--- src/rtl/dls_pkg.sv ---
package dls_pkg;

    localparam int LED_BITS  = 3;
    localparam int MAX_SLOTS = 8;
    localparam int SLOT_W    = 3;

    localparam logic [31:0] ACT_MASK = 32'h0030_0000;
    localparam logic [31:0] LOC_MASK = 32'h0008_0000;
    localparam logic [31:0] FLT_MASK = 32'h0040_0000;

    // bit 0 activity, bit 1 locate, bit 2 fault
    typedef struct packed {
        logic fault;
        logic locate;
        logic act;
    } led_trio_t;

    typedef enum logic [2:0] {
        PH_IDLE,
        PH_PRE,
        PH_LOAD,
        PH_DATA,
        PH_POST
    } frame_phase_e;

    function automatic led_trio_t decode_state(input logic [31:0] word);
        led_trio_t t;
        t.act    = |(word & ACT_MASK);
        t.locate = |(word & LOC_MASK);
        t.fault  = |(word & FLT_MASK);
        return t;
    endfunction

endpackage

--- src/rtl/dls_pattern_store.sv ---
module dls_pattern_store
    import dls_pkg::*;
#(
    parameter int NUM_PORTS = 8,
    parameter int PORT_W    = 3,
    parameter int PAT_W     = 24
) (
    input  logic                        clk,
    input  logic                        rst,
    input  logic                        upd_en,
    input  logic [PORT_W-1:0]           upd_port,
    input  logic [31:0]                 upd_word,
    input  logic [NUM_PORTS*SLOT_W-1:0] slot_map,
    output logic [PAT_W-1:0]            next_pat
);

    logic [PAT_W-1:0]  pat_q;
    led_trio_t         trio;
    logic [SLOT_W-1:0] slot;

    always_comb begin
        trio     = decode_state(upd_word);
        slot     = slot_map[int'(upd_port)*SLOT_W +: SLOT_W];
        next_pat = pat_q;
        for (int k = 0; k < LED_BITS; k++) begin
            next_pat[int'(slot)*LED_BITS + k] = trio[k];
        end
    end

    always_ff @(posedge clk) begin
        if (rst) begin
            pat_q <= '0;
        end else if (upd_en) begin
            pat_q <= next_pat;
        end
    end

endmodule

--- src/rtl/dls_half_timer.sv ---
module dls_half_timer #(
    parameter int HALF_CYC = 16
) (
    input  logic clk,
    input  logic rst,
    input  logic run,
    output logic clk_hi,
    output logic cyc_done
);

    localparam int HC_W = (HALF_CYC > 1) ? $clog2(HALF_CYC) : 1;
    localparam logic [HC_W-1:0] LAST = HC_W'(HALF_CYC - 1);

    logic [HC_W-1:0] hcnt;
    logic            low_half;
    logic            half_end;

    assign half_end = (hcnt == LAST);
    assign cyc_done = run && half_end && low_half;
    assign clk_hi   = ~low_half;

    always_ff @(posedge clk) begin
        if (rst || !run) begin
            hcnt     <= '0;
            low_half <= 1'b0;
        end else if (half_end) begin
            hcnt     <= '0;
            low_half <= ~low_half;
        end else begin
            hcnt <= hcnt + 1'b1;
        end
    end

endmodule

--- src/rtl/dls_frame_seq.sv ---
module dls_frame_seq
    import dls_pkg::*;
#(
    parameter int CNT_W     = 4,
    parameter int DATA_BITS = 24
) (
    input  logic                 clk,
    input  logic                 rst,
    input  logic                 start,
    input  logic [CNT_W-1:0]     pre_cnt,
    input  logic [CNT_W-1:0]     post_cnt,
    input  logic [DATA_BITS-1:0] frame_pat,
    input  logic                 cyc_done,
    output frame_phase_e         phase,
    output logic                 cur_bit
);

    localparam int DB_W  = $clog2(DATA_BITS);
    localparam int IDX_W = ((DB_W > CNT_W) ? DB_W : CNT_W) + 1;
    localparam logic [IDX_W-1:0] LAST_DATA = IDX_W'(DATA_BITS - 1);

    logic [IDX_W-1:0]     idx;
    logic [CNT_W-1:0]     pre_q;
    logic [CNT_W-1:0]     post_q;
    logic [DATA_BITS-1:0] shreg;
    logic                 last_pre;
    logic                 last_post;

    assign last_pre  = (idx == IDX_W'(pre_q) - IDX_W'(1));
    assign last_post = (idx == IDX_W'(post_q) - IDX_W'(1));
    assign cur_bit   = shreg[0];

    always_ff @(posedge clk) begin
        if (rst) begin
            phase  <= PH_IDLE;
            idx    <= '0;
            pre_q  <= '0;
            post_q <= '0;
            shreg  <= '0;
        end else if (phase == PH_IDLE) begin
            if (start) begin
                phase  <= (pre_cnt != '0) ? PH_PRE : PH_LOAD;
                idx    <= '0;
                pre_q  <= pre_cnt;
                post_q <= post_cnt;
                shreg  <= frame_pat;
            end
        end else if (cyc_done) begin
            unique case (phase)
                PH_PRE: begin
                    if (last_pre) begin
                        phase <= PH_LOAD;
                        idx   <= '0;
                    end else begin
                        idx <= idx + 1'b1;
                    end
                end
                PH_LOAD: begin
                    phase <= PH_DATA;
                    idx   <= '0;
                end
                PH_DATA: begin
                    shreg <= {1'b0, shreg[DATA_BITS-1:1]};
                    if (idx == LAST_DATA) begin
                        phase <= (post_q != '0) ? PH_POST : PH_IDLE;
                        idx   <= '0;
                    end else begin
                        idx <= idx + 1'b1;
                    end
                end
                PH_POST: begin
                    if (last_post) begin
                        phase <= PH_IDLE;
                        idx   <= '0;
                    end else begin
                        idx <= idx + 1'b1;
                    end
                end
                default: phase <= PH_IDLE;
            endcase
        end
    end

endmodule

--- src/rtl/drive_led_streamer.sv ---
module drive_led_streamer
    import dls_pkg::*;
#(
    parameter int NUM_PORTS = 8,
    parameter int HALF_CYC  = 16,
    parameter int CNT_W     = 4,
    localparam int PORT_W   = (NUM_PORTS > 1) ? $clog2(NUM_PORTS) : 1
) (
    input  logic                          clk,
    input  logic                          rst,
    input  logic                          req_valid,
    output logic                          req_ready,
    input  logic [PORT_W-1:0]             req_port,
    input  logic [31:0]                   req_state,
    input  logic [NUM_PORTS*SLOT_W-1:0]   slot_map,
    input  logic [CNT_W-1:0]              pre_clocks,
    input  logic [CNT_W-1:0]              post_clocks,
    output logic                          sclk,
    output logic                          sload,
    output logic                          sdata,
    output logic                          busy
);

    localparam int PAT_W     = MAX_SLOTS * LED_BITS;
    localparam int DATA_BITS = NUM_PORTS * LED_BITS;

    logic             accept;
    logic             idle;
    logic [PAT_W-1:0] next_pat;
    logic             clk_hi;
    logic             cyc_done;
    logic             cur_bit;
    frame_phase_e     phase;

    assign idle      = (phase == PH_IDLE);
    assign busy      = ~idle;
    assign req_ready = idle;
    assign accept    = req_valid && idle;

    dls_pattern_store #(
        .NUM_PORTS (NUM_PORTS),
        .PORT_W    (PORT_W),
        .PAT_W     (PAT_W)
    ) u_store (
        .clk      (clk),
        .rst      (rst),
        .upd_en   (accept),
        .upd_port (req_port),
        .upd_word (req_state),
        .slot_map (slot_map),
        .next_pat (next_pat)
    );

    dls_half_timer #(
        .HALF_CYC (HALF_CYC)
    ) u_timer (
        .clk      (clk),
        .rst      (rst),
        .run      (busy),
        .clk_hi   (clk_hi),
        .cyc_done (cyc_done)
    );

    dls_frame_seq #(
        .CNT_W     (CNT_W),
        .DATA_BITS (DATA_BITS)
    ) u_seq (
        .clk       (clk),
        .rst       (rst),
        .start     (accept),
        .pre_cnt   (pre_clocks),
        .post_cnt  (post_clocks),
        .frame_pat (next_pat[DATA_BITS-1:0]),
        .cyc_done  (cyc_done),
        .phase     (phase),
        .cur_bit   (cur_bit)
    );

    assign sclk  = idle | clk_hi;
    assign sload = idle | (phase == PH_LOAD);
    assign sdata = (phase != PH_DATA) | cur_bit;

endmodule

--- config.mk ---
export PLATFORM = sky130hd
export DESIGN_NAME = drive_led_streamer
export DESIGN_NICKNAME = d
export VERILOG_FILES = /design/src/rtl/dls_pkg.sv /design/src/rtl/dls_pattern_store.sv /design/src/rtl/dls_half_timer.sv /design/src/rtl/dls_frame_seq.sv /design/src/rtl/drive_led_streamer.sv
export SDC_FILE = /design/constraint.sdc
export NUM_CORES = 1
export LEC_CHECK = 0
export ABC_AREA = 1
export ABC_CLOCK_PERIOD_IN_PS = 5350
export BUFFER_PORTS_ARGS = -buffer_cell sky130_fd_sc_hd__buf_2
export CELL_PAD_IN_SITES_DETAIL_PLACEMENT = 1
export CELL_PAD_IN_SITES_GLOBAL_PLACEMENT = 2
export CORE_MARGIN = 4
export CORE_UTILIZATION = 33
export DETAILED_ROUTE_END_ITERATION = 7
export PLACE_DENSITY = 0.9
export SYNTH_ARGS = -nofsm -noshare
export SYNTH_HDL_FRONTEND = slang
export SYNTH_SLANG_ARGS = --single-unit
--- constraint.sdc ---
create_clock -name clk -period 5.35 [get_ports clk]
set_input_delay 0.535 -clock clk [delete_from_list [all_inputs] [get_ports clk]]
set_output_delay 0.535 -clock clk [all_outputs]
set_load 0.01 [all_outputs]
======== Word-level counts from Yosys, hierarchy flattened ========
Index checks and enable logic that the tools add are counted.
word-level totals
  bits in registers ....................... 70
  latch bits .............................. 0
  RAM bits ................................ 0
  ROM bits ................................ 0
  output and inout port bits .............. 5
  logic and storage cells ................. 89
  memories kept ........................... 0
cells by class
  $add $sub $neg .......................... 6
  multiply operators ...................... 2
  divide/modulo/power cells ............... 0
  order comparisons ....................... 6
  eq/ne operators ......................... 13
  shift-type cells ........................ 1
  mux-type cells .......................... 29
  bitwise gates (word level) .............. 5
  reduce and logical (&&, ||, !) cells .... 19
operators by type and width
  kind                   number
  $ge 32x1->1 const B    3
  $lt 32x7->1 const B    3
  $mux 24                4
  $bwmux 24              3
  $mux 6                 6
  $add 32x2->32 const B  1
  $add 32x3->32 const B  1
  $shiftx 24x32->3       1
  $pmux 6 s4             1
  $mux 3                 7
  $demux 1 s5            3
  $eq 6x6->1             2
  $ne 3x2->1 const B     4
  $pmux 3 s4             1
  $mul 3x2->5 const B    2
  $sub 4x1->5 const B    2
  $reduce_bool 4->1      2
  $add 6x1->6 const B    1
  $eq 3x2->1 const B     2
  $eq 6x5->1 const B     1
  $logic_and 1x1->1      6
  $reduce_and 3->1       2
  $reduce_and 5->1       1
  $reduce_bool 5->1      1
  14 further kinds       21

======== Longest topological paths before layout ========
  word-level depth ........................ 12
  depth in mapped cells ................... 24
  mapped depth without buffers ............ 23

======== Cells and area by module ========
A second synthesis with hierarchy kept.
second synthesis, totals
  cells, all modules ...................... 972
  area total of the unflattened synthesis .. 5936.9 um^2
modules (own cells, without submodules)
  module              times used  cells an instance  area each (um^2)
  dls_pattern_store   1           595                3414.5
  dls_frame_seq       1           341                2268.4
  dls_half_timer      1           26                 207.7
  drive_led_streamer  1           10                 46.3

======== Worst setup path after synthesis ========
No wires, ideal clock.
  path type ............................... input-to-reg
  from .................................... in req_port[0]
  to ...................................... reg u_store.pat_q[5]
  setup time .............................. 0.116 ns
  arrival time ............................ 3.485 ns
  data required time ...................... 5.234 ns
  path slack .............................. 1.749 ns
  stages .................................. 18
  path buffers ............................ 2
  cells stage by stage .................... buf_4 > o21ai_0 > o22ai_1 > inv_1 > o21ai_0 > ha_1 > fa_1 > buf_2 > nand2_1 > inv_1 > nor2_1 > clkinv_1 > nor2_1 > nand3_1 > nand3_1 > nand3_1 > o211ai_1 > inv_1
between the ends
  longest elaborated chain between the ends .. 10
ends and longest elaborated chain
  what                                                               line                      source
  start, declared                                                    drive_led_streamer.sv:13  input logic [PORT_W-1:0] req_port,
  $mul 3x2->5 (*)                                                    dls_pattern_store.sv:23   slot = slot_map[int'(upd_port)*SLOT_W +: SLOT_W];
  $shiftx 24x32->3 (*)                                               dls_pattern_store.sv:23
  $mul 3x2->5 (*)                                                    dls_pattern_store.sv:26   next_pat[int'(slot)*LED_BITS + k] = trio[k];
  $add 32x2->32, or another cell as far along                        dls_pattern_store.sv:26
  $ge 32x1->1 (not written as such), or another cell as far along    dls_pattern_store.sv:26
  $logic_and 1x1->1 (not written as such) or $mux 1 (tied branches)  dls_pattern_store.sv:26
  $mux 1 (not written as such) or $demux 1 s5 (tied branches)        n/a
  $demux 1 s5 or $bwmux 24 (tied branches)                           n/a
  $bwmux 24                                                          dls_pattern_store.sv:26
  $bwmux 24 (*)                                                      dls_pattern_store.sv:26
  end signal, assigned                                               dls_pattern_store.sv:34   pat_q <= next_pat;
  end, declared                                                      dls_pattern_store.sv:17   logic [PAT_W-1:0] pat_q;
Mark *: on every way between the ends. The rest lies on a longest branch, timed or not.
A chain may end at the register's enable or synchronous reset.

======== Worst setup path in the final report ========
  from .................................... in req_port[0]
  to ...................................... reg u_seq.shreg[3]
between the ends
  longest elaborated chain between the ends .. 12
ends and longest elaborated chain
  what                                                               line                     source
  $mul 3x2->5 (*)                                                    dls_pattern_store.sv:23
  $shiftx 24x32->3 (*)                                               dls_pattern_store.sv:23
  $mul 3x2->5 (*)                                                    dls_pattern_store.sv:26
  $add 32x2->32, or another cell as far along                        dls_pattern_store.sv:26
  $ge 32x1->1 (not written as such), or another cell as far along    dls_pattern_store.sv:26
  $logic_and 1x1->1 (not written as such) or $mux 1 (tied branches)  dls_pattern_store.sv:26
  $mux 1 (not written as such) or $demux 1 s5 (tied branches)        n/a
  $demux 1 s5 or $bwmux 24 (tied branches)                           n/a
  $bwmux 24                                                          dls_pattern_store.sv:26
  $bwmux 24 (*)                                                      dls_pattern_store.sv:26
  $mux 24 (*)                                                        dls_frame_seq.sv:41      if (start) begin
  $mux 24 (*)                                                        dls_frame_seq.sv:40      end else if (phase == PH_IDLE) begin
  end signal, assigned                                               dls_frame_seq.sv:46      shreg <= frame_pat;
  end signal, assigned                                               dls_frame_seq.sv:63      shreg <= {1'b0, shreg[DATA_BITS-1:1]};
  end, declared                                                      dls_frame_seq.sv:25      logic [DATA_BITS-1:0] shreg;
Mark *: on every way between the ends. The rest lies on a longest branch, timed or not. The select of a mux whose other input is x is not followed.

==> metrics.cfg <==
[status]
status=finished, final reports clean

[placed_design]
gpl.final_weighted_congestion=0.861
detailed_placer_s_ending_hpwl_um=12300
place.port_buffers=46

[die]
core_region_area_mm2=0.0161
die_y_um=137
initial_utilization_pct=33.9
die_area_mm2=0.0186
rows=46
design.portCount=75
die-width_um=137

[worst_setup_path]
critPathMostFrequentCell=sky130_fd_sc_hd__nand3_1
critical_path.max_stage_delay_ns=0.49
cp-start-kind=primary input
crit_arrival_ns=4.15
timing_worst_setup_path_type=primary input to flop
worstPathCellList=buf_2 -> inv_2 -> o21ai_0 -> o22ai_1 -> nand2_1 -> o21ai_0 -> buf_4 -> ha_1 -> fa_1 -> buf_4 -> ha_1 -> nand3_1 -> nand3_1 -> nand2_4 -> inv_4 -> nand2_1 -> nor2_1 -> nand3_1 -> nand3_1 -> nand3_1 -> nand2_1 -> a21oi_1
crit_slowest_cell=sky130_fd_sc_hd__fa_1
critical_path.endpoint_type=flop
worstPathRequired_ns=5.56
path_max_fanout=18
worst_path_dominant_cell_family=simple AND/OR/NAND/NOR gates
critical_path.n_buffers_inverters=5

[power_and_ir_drop]
power.density_mw_per_mm2=414
ir_drop_mv=0.184
leakagePower_nw=2.79

[timing]
finalHoldViolations=0
unrepaired_setup_endpoints_after_global_routing=no
finalSetupTns_ns=0
final.period_utilization_pct=73.6
fin_crit_ns=3.94
slew_headroom_pct=28.2
final-setup-viol-count=0
worst_clock_skew_ns=0.00839
finalHoldWorstSlack_ns=0.433
maxClockFrequency_mhz=254
worst_margin_pin_slew_ns=1.07
slew_violations=0

[synthesis]
netlist_top_cells_count=sky130_fd_sc_hd__nand3_1, sky130_fd_sc_hd__nand2_1, sky130_fd_sc_hd__inv_1, sky130_fd_sc_hd__nor2_1, sky130_fd_sc_hd__dfxtp_1
synth_ff_type=sky130_fd_sc_hd__dfxtp_1
synthDominantAreaCellType=sky130_fd_sc_hd__dfxtp_1
netlist_area_mm2=0.00545
synthDominantCellAreaShare_pct=25.7
yosysMostFrequentCell=sky130_fd_sc_hd__nand3_1
synth-async-reset-ratio_pct=0
yosysSeqAreaShare_pct=25.7
synthesis.area_per_instance_um2=6.11
post_synth_inst_count=892
total_of_flip_flops_plus_latches_after_synthesis=70
synth-warning-count=0
netlist-cell-type-count=41
synth.top_cells.by_area=sky130_fd_sc_hd__dfxtp_1, sky130_fd_sc_hd__nand3_1, sky130_fd_sc_hd__nand2_1
syn_nets=975
synth-edff-count=0

[clocking]
cts_hold_buf=0
clk_slew_on_worst_s_h_paths_ns=0.06
tritoncts.num_buffers=9
cts-htree-levels=3
cts_setup_buffers=0
clock_path_buffers=2
post_cts.resized_instances=0
root_driver=sky130_fd_sc_hd__clkbuf_16
clock-sinks=70
tritoncts_clock_tree=yes
clk-insertion-delay-late_ns=0.35

[global_route]
antenna_found_initial=0
grt-ovfl-total=0
grt_usage_pct=19.9
maximum_number_of_pins_on_one_net_before_global_route_repair=48
grt_pass1_vias=5962
grt_first_pass_wirelength_um=29800

[final_layout]
final_layout_size_suffix_gt1_share_pct=11.7
area_delta_synth_final_pct=12.1
n_antenna_cell=0
num-nets-final=986

[detailed_routing]
antenna_violating_nets_post_route=0
route.detailed.wl_per_inst_um=15.8
detail_route.vias_per_cell=5.29
drt_drc=0
drt_pass1_iterations=4
drt-total-wl_um=17700
detail_route.iter0.violations=296
detailroute.via_count=5944

[min_path]
min_delay_path_class=primary input to flop

[job]
max-cap-violations=0

==> where the power goes <==
part	internal, mW	switching (mW)
clock	0.420	0.248
sequential	0.618	0.0681
combinational	0.352	0.822
==> cell families (layout without fill, tap and decap cells) <==
logic type	after synthesis	in the layout	synth area share [%]
buffers and inverters	162	178	12.0
XOR/XNOR	12	12	1.93
AO/OA/AOI/OAI	117	117	12.2
flip-flops	70	70	25.7
adder cells (fa/ha/maj)	13	13	3.12
AND/OR/NAND/NOR	518	518	45.0
==> cells in the final DEF (no fill, tap or decap), types with 6 or more instances in the layout <==
| cell type | netlist | final |
|---|---|---|
| sky130_fd_sc_hd__ha_1 | 12 | 12 |
| sky130_fd_sc_hd__nand4_1 | 50 | 50 |
| sky130_fd_sc_hd__xnor2_1 | 7 | 7 |
| sky130_fd_sc_hd__inv_1 | 101 | 101 |
| sky130_fd_sc_hd__nand2_1 | 173 | 173 |
| sky130_fd_sc_hd__a21oi_1 | 49 | 49 |
| sky130_fd_sc_hd__dfxtp_1 | 70 | 70 |
| sky130_fd_sc_hd__nand3_1 | 181 | 181 |
| sky130_fd_sc_hd__nor2_1 | 79 | 79 |
| sky130_fd_sc_hd__o21ai_0 | 36 | 36 |
| sky130_fd_sc_hd__clkbuf_16 | 0 | 9 |
| sky130_fd_sc_hd__buf_2 | 6 | 46 |
| sky130_fd_sc_hd__nor2_2 | 7 | 6 |
| sky130_fd_sc_hd__o211ai_1 | 23 | 23 |
| sky130_fd_sc_hd__buf_4 | 2 | 10 |
| sky130_fd_sc_hd__nand2_2 | 7 | 7 |
==> area by class of cell <==
type	count	area, um2
clock buffer	10	239
multi-input combinational	660	3410
sequential	70	1400
timing repair buffer	56	305
inverter	106	400
fill	2170	9950
tap	216	270
clock inverter	6	83.8
==> worst reg2reg max path, cell delays in order (launching register included) <==
cell and delay (ns):
sky130_fd_sc_hd__dfxtp_1 0.36, sky130_fd_sc_hd__nor2_1 0.10, sky130_fd_sc_hd__inv_1 0.08, sky130_fd_sc_hd__nor2_4 0.47
sky130_fd_sc_hd__nand2_1 0.52, sky130_fd_sc_hd__nand2_1 0.31, sky130_fd_sc_hd__inv_1 0.08, sky130_fd_sc_hd__a21oi_1 0.64
sky130_fd_sc_hd__nand3_1 0.19, sky130_fd_sc_hd__o21ai_0 0.20, sky130_fd_sc_hd__a21oi_1 0.06, sky130_fd_sc_hd__a21boi_0 0.13
==> final timing paths <==
check	start	to	slack, ns	cells past startpoint
setup / recovery	req_port[0]	u_seq.shreg[3]$_SDFFE_PP0P_	1.41	22
hold / removal	post_clocks[3]	u_seq.post_q[3]$_SDFFE_PP0P_	0.43	3
setup reg to reg	u_seq.phase[1]$_SDFFE_PP0P_	u_seq.idx[4]$_SDFFE_PP0P_	2.09	11
hold reg to reg	u_timer.hcnt[0]$_SDFF_PP0_	u_timer.hcnt[0]$_SDFF_PP0_	0.45	1
==> per-layer routing <==
layer	vias up	share of wire [%]	GRT usage [%]	routed length (um)
met5	-	0	0	0
met2	101	47	32.8	8400
li1	3006	-	-	-
met4	0	1.1	4.37	202
met1	2820	47	27.0	8280
met3	17	4.9	3.75	864
==> state kept, by name (all words and copies together) (netlist names) <==
register / cells
u_seq.phase: 3
u_seq.shreg: 24
u_seq.pre_q: 4
u_store.pat_q: 24
u_seq.post_q: 4
u_seq.idx: 6
u_timer.hcnt: 4
u_timer.low_half: 1
==> stage by stage <==
stage | power (mW) | setup slack (ns) | utilization [%] | cell area (um2) | cells
floorplan | 1.57 | 1.75 | - | 5450 | 892
global placement | 1.85 | 1.11 | 36.0 | 5790 | 1108
detailed placement | 1.87 | 1.06 | 36.0 | 5790 | 1108
CTS | 2.55 | 1.42 | 38.0 | 6110 | 1124
global route | 2.74 | 1.05 | 38.0 | 6110 | 1124
finish | 2.53 | 1.41 | 38.0 | 6110 | 1124
Note: power is estimated with default switching activity, not from simulation.
